--- src/rtl/dbg_mailbox_pkg.sv ---
package dbg_mailbox_pkg;
    localparam int DW     = 32;
    localparam int AW     = 4;
    localparam int CTRL_W = 3;
    localparam int EVT_W  = 2;

    localparam logic [AW-1:0] A_TXD  = AW'(0);
    localparam logic [AW-1:0] A_RXD  = AW'(1);
    localparam logic [AW-1:0] A_STAT = AW'(2);
    localparam logic [AW-1:0] A_CTRL = AW'(3);
    localparam logic [AW-1:0] A_EVT  = AW'(4);

    localparam int CB_SWDIS = 0;
    localparam int CB_TXIE  = 1;
    localparam int CB_RXIE  = 2;

    typedef enum logic [2:0] {
        HOP_RD_TX   = 3'd0,
        HOP_RD_STAT = 3'd1,
        HOP_WR_RX   = 3'd2,
        HOP_WR_EVT  = 3'd3,
        HOP_WR_CTRL = 3'd4
    } host_op_e;

    typedef struct packed {
        logic          valid;
        logic [AW-1:0] addr;
        logic [DW-1:0] data;
    } core_wr_t;

    typedef struct packed {
        logic          valid;
        host_op_e      op;
        logic [DW-1:0] data;
    } host_req_t;

    typedef struct packed {
        logic [DW-1:0]     tx_data;
        logic [DW-1:0]     rx_data;
        logic              tx_full;
        logic              rx_full;
        logic [CTRL_W-1:0] ctrl;
        logic [EVT_W-1:0]  evt;
    } mbox_view_t;

    function automatic logic [DW-1:0] status_word(input logic txf, input logic rxf);
        logic [DW-1:0] w;
        w    = '0;
        w[0] = txf;
        w[1] = rxf;
        return w;
    endfunction
endpackage

--- src/rtl/dbg_mbox_core_port.sv ---
module dbg_mbox_core_port
    import dbg_mailbox_pkg::*;
(
    input  logic          clk,
    input  logic          rst,
    input  logic [AW-1:0] addr,
    input  logic          we,
    input  logic          re,
    input  logic [DW-1:0] wdata,
    input  mbox_view_t    view,
    output core_wr_t      wr_q,
    output logic          rx_pop,
    output logic [DW-1:0] rdata
);
    logic [DW-1:0] rd_mux;

    always_comb begin
        rd_mux = '0;
        case (addr)
            A_TXD:   rd_mux = view.tx_data;
            A_RXD:   rd_mux = view.rx_data;
            A_STAT:  rd_mux = status_word(view.tx_full, view.rx_full);
            A_CTRL:  rd_mux[CTRL_W-1:0] = view.ctrl;
            A_EVT:   rd_mux[EVT_W-1:0]  = view.evt;
            default: rd_mux = '0;
        endcase
    end

    assign rx_pop = re && (addr == A_RXD);

    always_ff @(posedge clk) begin
        if (rst) begin
            wr_q  <= '0;
            rdata <= '0;
        end else begin
            wr_q <= '{valid: we, addr: addr, data: wdata};
            if (re) rdata <= rd_mux;
        end
    end
endmodule

--- src/rtl/dbg_mbox_host_port.sv ---
module dbg_mbox_host_port
    import dbg_mailbox_pkg::*;
(
    input  logic          clk,
    input  logic          rst,
    input  logic          req,
    input  logic [2:0]    op,
    input  logic [DW-1:0] wdata,
    input  logic [DW-1:0] tx_data,
    input  logic          tx_full,
    input  logic          rx_full,
    output host_req_t     pend,
    output logic          ack,
    output logic [DW-1:0] rdata
);
    assign ack = !pend.valid;

    always_ff @(posedge clk) begin
        if (rst) begin
            pend  <= '0;
            rdata <= '0;
        end else if (pend.valid) begin
            pend.valid <= 1'b0;
            case (pend.op)
                HOP_RD_TX:   rdata <= tx_data;
                HOP_RD_STAT: rdata <= status_word(tx_full, rx_full);
                default:     ;
            endcase
        end else if (req) begin
            pend <= '{valid: 1'b1, op: host_op_e'(op), data: wdata};
        end
    end
endmodule

--- src/rtl/dbg_mbox_regs.sv ---
module dbg_mbox_regs
    import dbg_mailbox_pkg::*;
(
    input  logic       clk,
    input  logic       rst,
    input  core_wr_t   wr,
    input  logic       rx_pop,
    input  host_req_t  hreq,
    output mbox_view_t view
);
    logic core_tx, core_ok, h_txrd, h_rxwr, h_ctrl, h_evt;

    assign core_tx = wr.valid && (wr.addr == A_TXD);
    assign core_ok = wr.valid && !view.ctrl[CB_SWDIS];
    assign h_txrd  = hreq.valid && (hreq.op == HOP_RD_TX);
    assign h_rxwr  = hreq.valid && (hreq.op == HOP_WR_RX);
    assign h_ctrl  = hreq.valid && (hreq.op == HOP_WR_CTRL);
    assign h_evt   = hreq.valid && (hreq.op == HOP_WR_EVT);

    always_ff @(posedge clk) begin
        if (rst) begin
            view.tx_data <= '0;
            view.rx_data <= '0;
            view.tx_full <= 1'b0;
            view.rx_full <= 1'b0;
            view.ctrl    <= '0;
            view.evt     <= '1;
        end else begin
            if (core_tx) view.tx_data <= wr.data;
            if (core_tx)     view.tx_full <= 1'b1;
            else if (h_txrd) view.tx_full <= 1'b0;

            if (h_rxwr) view.rx_data <= hreq.data;
            if (h_rxwr)      view.rx_full <= 1'b1;
            else if (rx_pop) view.rx_full <= 1'b0;

            if (h_ctrl)
                view.ctrl <= hreq.data[CTRL_W-1:0];
            else if (core_ok && wr.addr == A_CTRL)
                view.ctrl <= wr.data[CTRL_W-1:0];

            if (h_evt)
                view.evt <= hreq.data[EVT_W-1:0];
            else if (core_ok && wr.addr == A_EVT)
                view.evt <= wr.data[EVT_W-1:0];
        end
    end
endmodule

--- src/rtl/dbg_mailbox.sv ---
module dbg_mailbox
    import dbg_mailbox_pkg::*;
(
    input  logic          clk,
    input  logic          rst,
    input  logic [AW-1:0] core_addr,
    input  logic          core_we,
    input  logic          core_re,
    input  logic [DW-1:0] core_wdata,
    output logic [DW-1:0] core_rdata,
    input  logic          host_req,
    input  logic [2:0]    host_op,
    input  logic [DW-1:0] host_wdata,
    output logic [DW-1:0] host_rdata,
    output logic          host_ack,
    output logic          event_out,
    output logic          irq_tx_free,
    output logic          irq_rx_ready
);
    core_wr_t   wr_q;
    host_req_t  hpend;
    mbox_view_t view;
    logic       rx_pop;
    logic [EVT_W-1:0] evt_src;
    logic [EVT_W-1:0] evt_hit;

    dbg_mbox_core_port u_core (
        .clk(clk), .rst(rst), .addr(core_addr), .we(core_we), .re(core_re),
        .wdata(core_wdata), .view(view), .wr_q(wr_q), .rx_pop(rx_pop),
        .rdata(core_rdata)
    );

    dbg_mbox_host_port u_host (
        .clk(clk), .rst(rst), .req(host_req), .op(host_op), .wdata(host_wdata),
        .tx_data(view.tx_data), .tx_full(view.tx_full), .rx_full(view.rx_full),
        .pend(hpend), .ack(host_ack), .rdata(host_rdata)
    );

    dbg_mbox_regs u_regs (
        .clk(clk), .rst(rst), .wr(wr_q), .rx_pop(rx_pop), .hreq(hpend),
        .view(view)
    );

    assign evt_src = {view.rx_full, view.tx_full};

    for (genvar g = 0; g < EVT_W; g++) begin : g_evt
        assign evt_hit[g] = view.evt[g] & evt_src[g];
    end

    assign event_out    = |evt_hit;
    assign irq_tx_free  = view.ctrl[CB_TXIE] & ~view.tx_full;
    assign irq_rx_ready = view.ctrl[CB_RXIE] & view.rx_full;
endmodule

--- config.mk ---
export PLATFORM = sky130hd
export DESIGN_NAME = dbg_mailbox
export DESIGN_NICKNAME = d
export VERILOG_FILES = /design/src/rtl/dbg_mailbox_pkg.sv /design/src/rtl/dbg_mbox_core_port.sv /design/src/rtl/dbg_mbox_host_port.sv /design/src/rtl/dbg_mbox_regs.sv /design/src/rtl/dbg_mailbox.sv
export SDC_FILE = /design/constraint.sdc
export NUM_CORES = 1
export LEC_CHECK = 0
export BUFFER_PORTS_ARGS = -buffer_cell sky130_fd_sc_hd__buf_2
export CAP_MARGIN = 20
export CORE_MARGIN = 4
export CORE_UTILIZATION = 55
export DETAILED_ROUTE_END_ITERATION = 12
export GPL_ROUTABILITY_DRIVEN = 0
export PLACE_DENSITY_LB_ADDON = 0.3
export SLEW_MARGIN = 25
export SYNTH_ARGS = -nofsm -noshare
export SYNTH_HDL_FRONTEND = slang
export SYNTH_SLANG_ARGS = --single-unit
--- constraint.sdc ---
create_clock -name clk -period 3.5 [get_ports clk]
set_input_delay 0.525 -clock clk [delete_from_list [all_inputs] [get_ports clk]]
set_output_delay 0.525 -clock clk [all_outputs]
set_load 0.05 [all_outputs]
==> reports/metrics.csv <==
stage;metric;value;unit
status;status;complete, no violations;
setup_path;start_kind;flip-flop;
synth;yosysTopAreaCell;dfxtp_1;
sta;worst_slew_pin_slew;1.01;ns
placement;dp_slack;1.40;ns
synth;synth-async-reset-ratio;0;
cells_and_area;diodes;0;
power;p_sw;1.10;mW
synth;synth_cell_types;41;
global_route;track_usage;0.224;
sta;min_period_over_period;0.531;
power;ir_drop;0.274;mV
floorplanning;die_h;127;um
drt;drcViolationCount;0;
drt;first_pass_iters;5;
drt;first_iter_violations;450;
sta;rsz0062_at_grt;false;
clock_tree;ctsHoldBuffers;0;
sta;worst_hold_slack;0.241;ns
synth;ys_ff_latch;208;
power;power.density;525;nW/um^2
sta;setup_slack;1.64;ns
power;p_sw_frac;0.228;
clock_tree;clockBufferDepth;3;
cells_and_area;final_cell_mix;234 x nand2_1, 208 x dfxtp_1, 164 x a21oi_1;
power;power_frac_seq;0.511;
drt;wl_per_cell;15.5;um
synth;yosys-top-cells-area;dfxtp_1 53%, nand2_1 11%, a21oi_1 11%;
setup_path;path_cells;and2_1 -> buf_2;
synth;yosysSeqAreaShare;0.534;
power;p_leak;3.57;nW
floorplanning;rows;43;
floorplanning;die_w;127;um
global_route;antenna_found_initial;0;
global_route;grt_pass1_wl;29900;um
clock_tree;clock_sinks;208;
cells_and_area;area_delta_synth_final;17.7;%
clock_tree;numCtsBuffers;21;
drt;vias;6381;
synth;synth-edff-count;0;
setup_path;path_class;flip-flop to output pin;
power;cellInternalPower;3.72;mW
synth;yosysTopAreaCellShare;0.534;
hold_path;holdCritPathClass;input pin to flip-flop;
synth;syn-num-nets;977;
sta;fin_crit;1.86;ns
clock_tree;clk_pin_slew;0.06;ns
synth;avgSynthCellArea;8.65;um^2
placement;io_buffer_count;143;
sta;max_slew_margin;0.327;
cells_and_area;drive_gt1_frac;0.223;
floorplanning;fp.coreArea;13900;um^2
cells_and_area;finalNetCount;1082;
hold_path;hold_depth;2;
setup_path;arrival;1.33;ns
sta;hold_violations;0;
drt;via_per_inst;5.32;
clock_tree;postCtsSetupBuffers;0;
drt;routed_wl;18600;um
synth;netlist_area;7790;um^2
synth;netlist_instances;901;
sta;finClkSkew;0.00896;ns
cells_and_area;fin_util;0.661;
clock_tree;ctsRootBufferMaster;clkbuf_16;
setup_path;cp_max_fo;5;
sta;fmax;0.538;GHz
synth;ys.flop_type;dfxtp_1;
global_route;grt-ovfl-total;0;
setup_path;end_kind;output pin;
clock_tree;post_cts_resized;0;
floorplanning;ioPinCount;144;
power;clkPwrFrac;0.427;
sta;slew_viol_final;0;
setup_path;r2r_cells;5;
global_route;grt_max_degree;96;
setup_path;cpPeakStageDelay;0.40;ns
placement;place.detailed.hpwl;11700;um
setup_path;rrSetupSlack;1.66;ns
floorplanning;start_util;0.561;
cells_and_area;final_common_cell;nand2_1;
setup_path;slowest_stage;dfxtp_1;
job;maxCapViolations;0;
drt;ant_nets;0;
clock_tree;cts_tree;done;
power;pwr-share-comb;0.062;
clock_tree;clkLatencyLatePin;0.49;ns
global_route;first_global_vias;5996;
setup_path;required;2.97;ns
synth;yosys_warnings;0;
floorplanning;dieArea;16100;um^2
sta;fin_tns_setup;0;ns
sta;setup_viol_count_final;0;
clock_tree;h-tree-depth;1;
==> worst max-delay path, delay by kind of cell (launching register included) <==
kind / cells / cell delay (ns)
DFF: 1 / 0.40
buffers and inverters: 1 / 0.27
and+or+nand+nor: 1 / 0.18
==> metrics by stage <==
stage	instances	cell area [um^2]	power, mW
final	1199	9170	4.82
after global routing	1199	9170	4.99
after CTS	1198	9160	4.86
after floorplan	901	7790	2.71
after detailed placement	1162	8530	2.81
after global placement	1162	8530	2.81
==> synthesized netlist by cell type (2+ instances only) <==
cell,n
a211oi_1,6
mux2i_1,8
nor3_1,3
clkbuf_1,41
dfxtp_1,208
a21oi_1,164
nand2_1,234
mux2_2,30
or4_1,3
nor2_1,13
nor3_2,2
nand3b_1,33
nor2b_1,39
nor4_2,2
buf_6,2
o21ai_0,3
nand2b_1,31
buf_2,27
nand3_1,30
==> flip-flops by register name (all words and copies together), names as in the netlist <==
| signal | flops |
|---|---|
| u_core.wr_q | 37 |
| u_core.rdata | 32 |
| u_regs.view | 71 |
| u_host.rdata | 32 |
| u_host.pend | 36 |
==> final timing paths <==
check | from | endpoint
hold / removal | core_wdata[30] | u_core.wr_q[30]
setup / recovery | u_regs.view[5] | irq_rx_ready
hold reg to reg | u_core.wr_q[9] | u_regs.view[48]
setup reg to reg | u_host.pend[35] | u_host.rdata[6]
==> per-layer routing <==
metal | track usage | wire length, um
met1 | 0.305 | 8150
met2 | 0.372 | 8960
met3 | 0.0389 | 1080
met4 | 0.0599 | 377
met5 | 0 | 0
==> cell families after synthesis <==
group                  count (synthesis)  synth area share
AOI/OAI and AO/OA                    179             0.119
buffers and inverters                 75            0.0441
DFF                                  208             0.534
muxes                                 38            0.0536
and+or+nand+nor                      401             0.249
==> power by group through the flow <==
stage	registers, mW	clock network, mW	logic [mW]
after floorplan	2.51	0	0.192
after global placement	2.51	0	0.292
after detailed placement	2.52	0	0.295
after CTS	2.46	2.10	0.297
after global routing	2.47	2.19	0.327
final	2.46	2.06	0.296
==> layout make-up <==
cell class / count / area, um^2
inverter: 2 / 7.51
fill: 1215 / 4710
multi-input combinational: 618 / 3320
clock inverter: 8 / 40.0
timing repair buffer: 155 / 825
sequential: 208 / 4160
clock buffer: 28 / 592
tap: 180 / 225
Power figures use the tool's default switching activity.
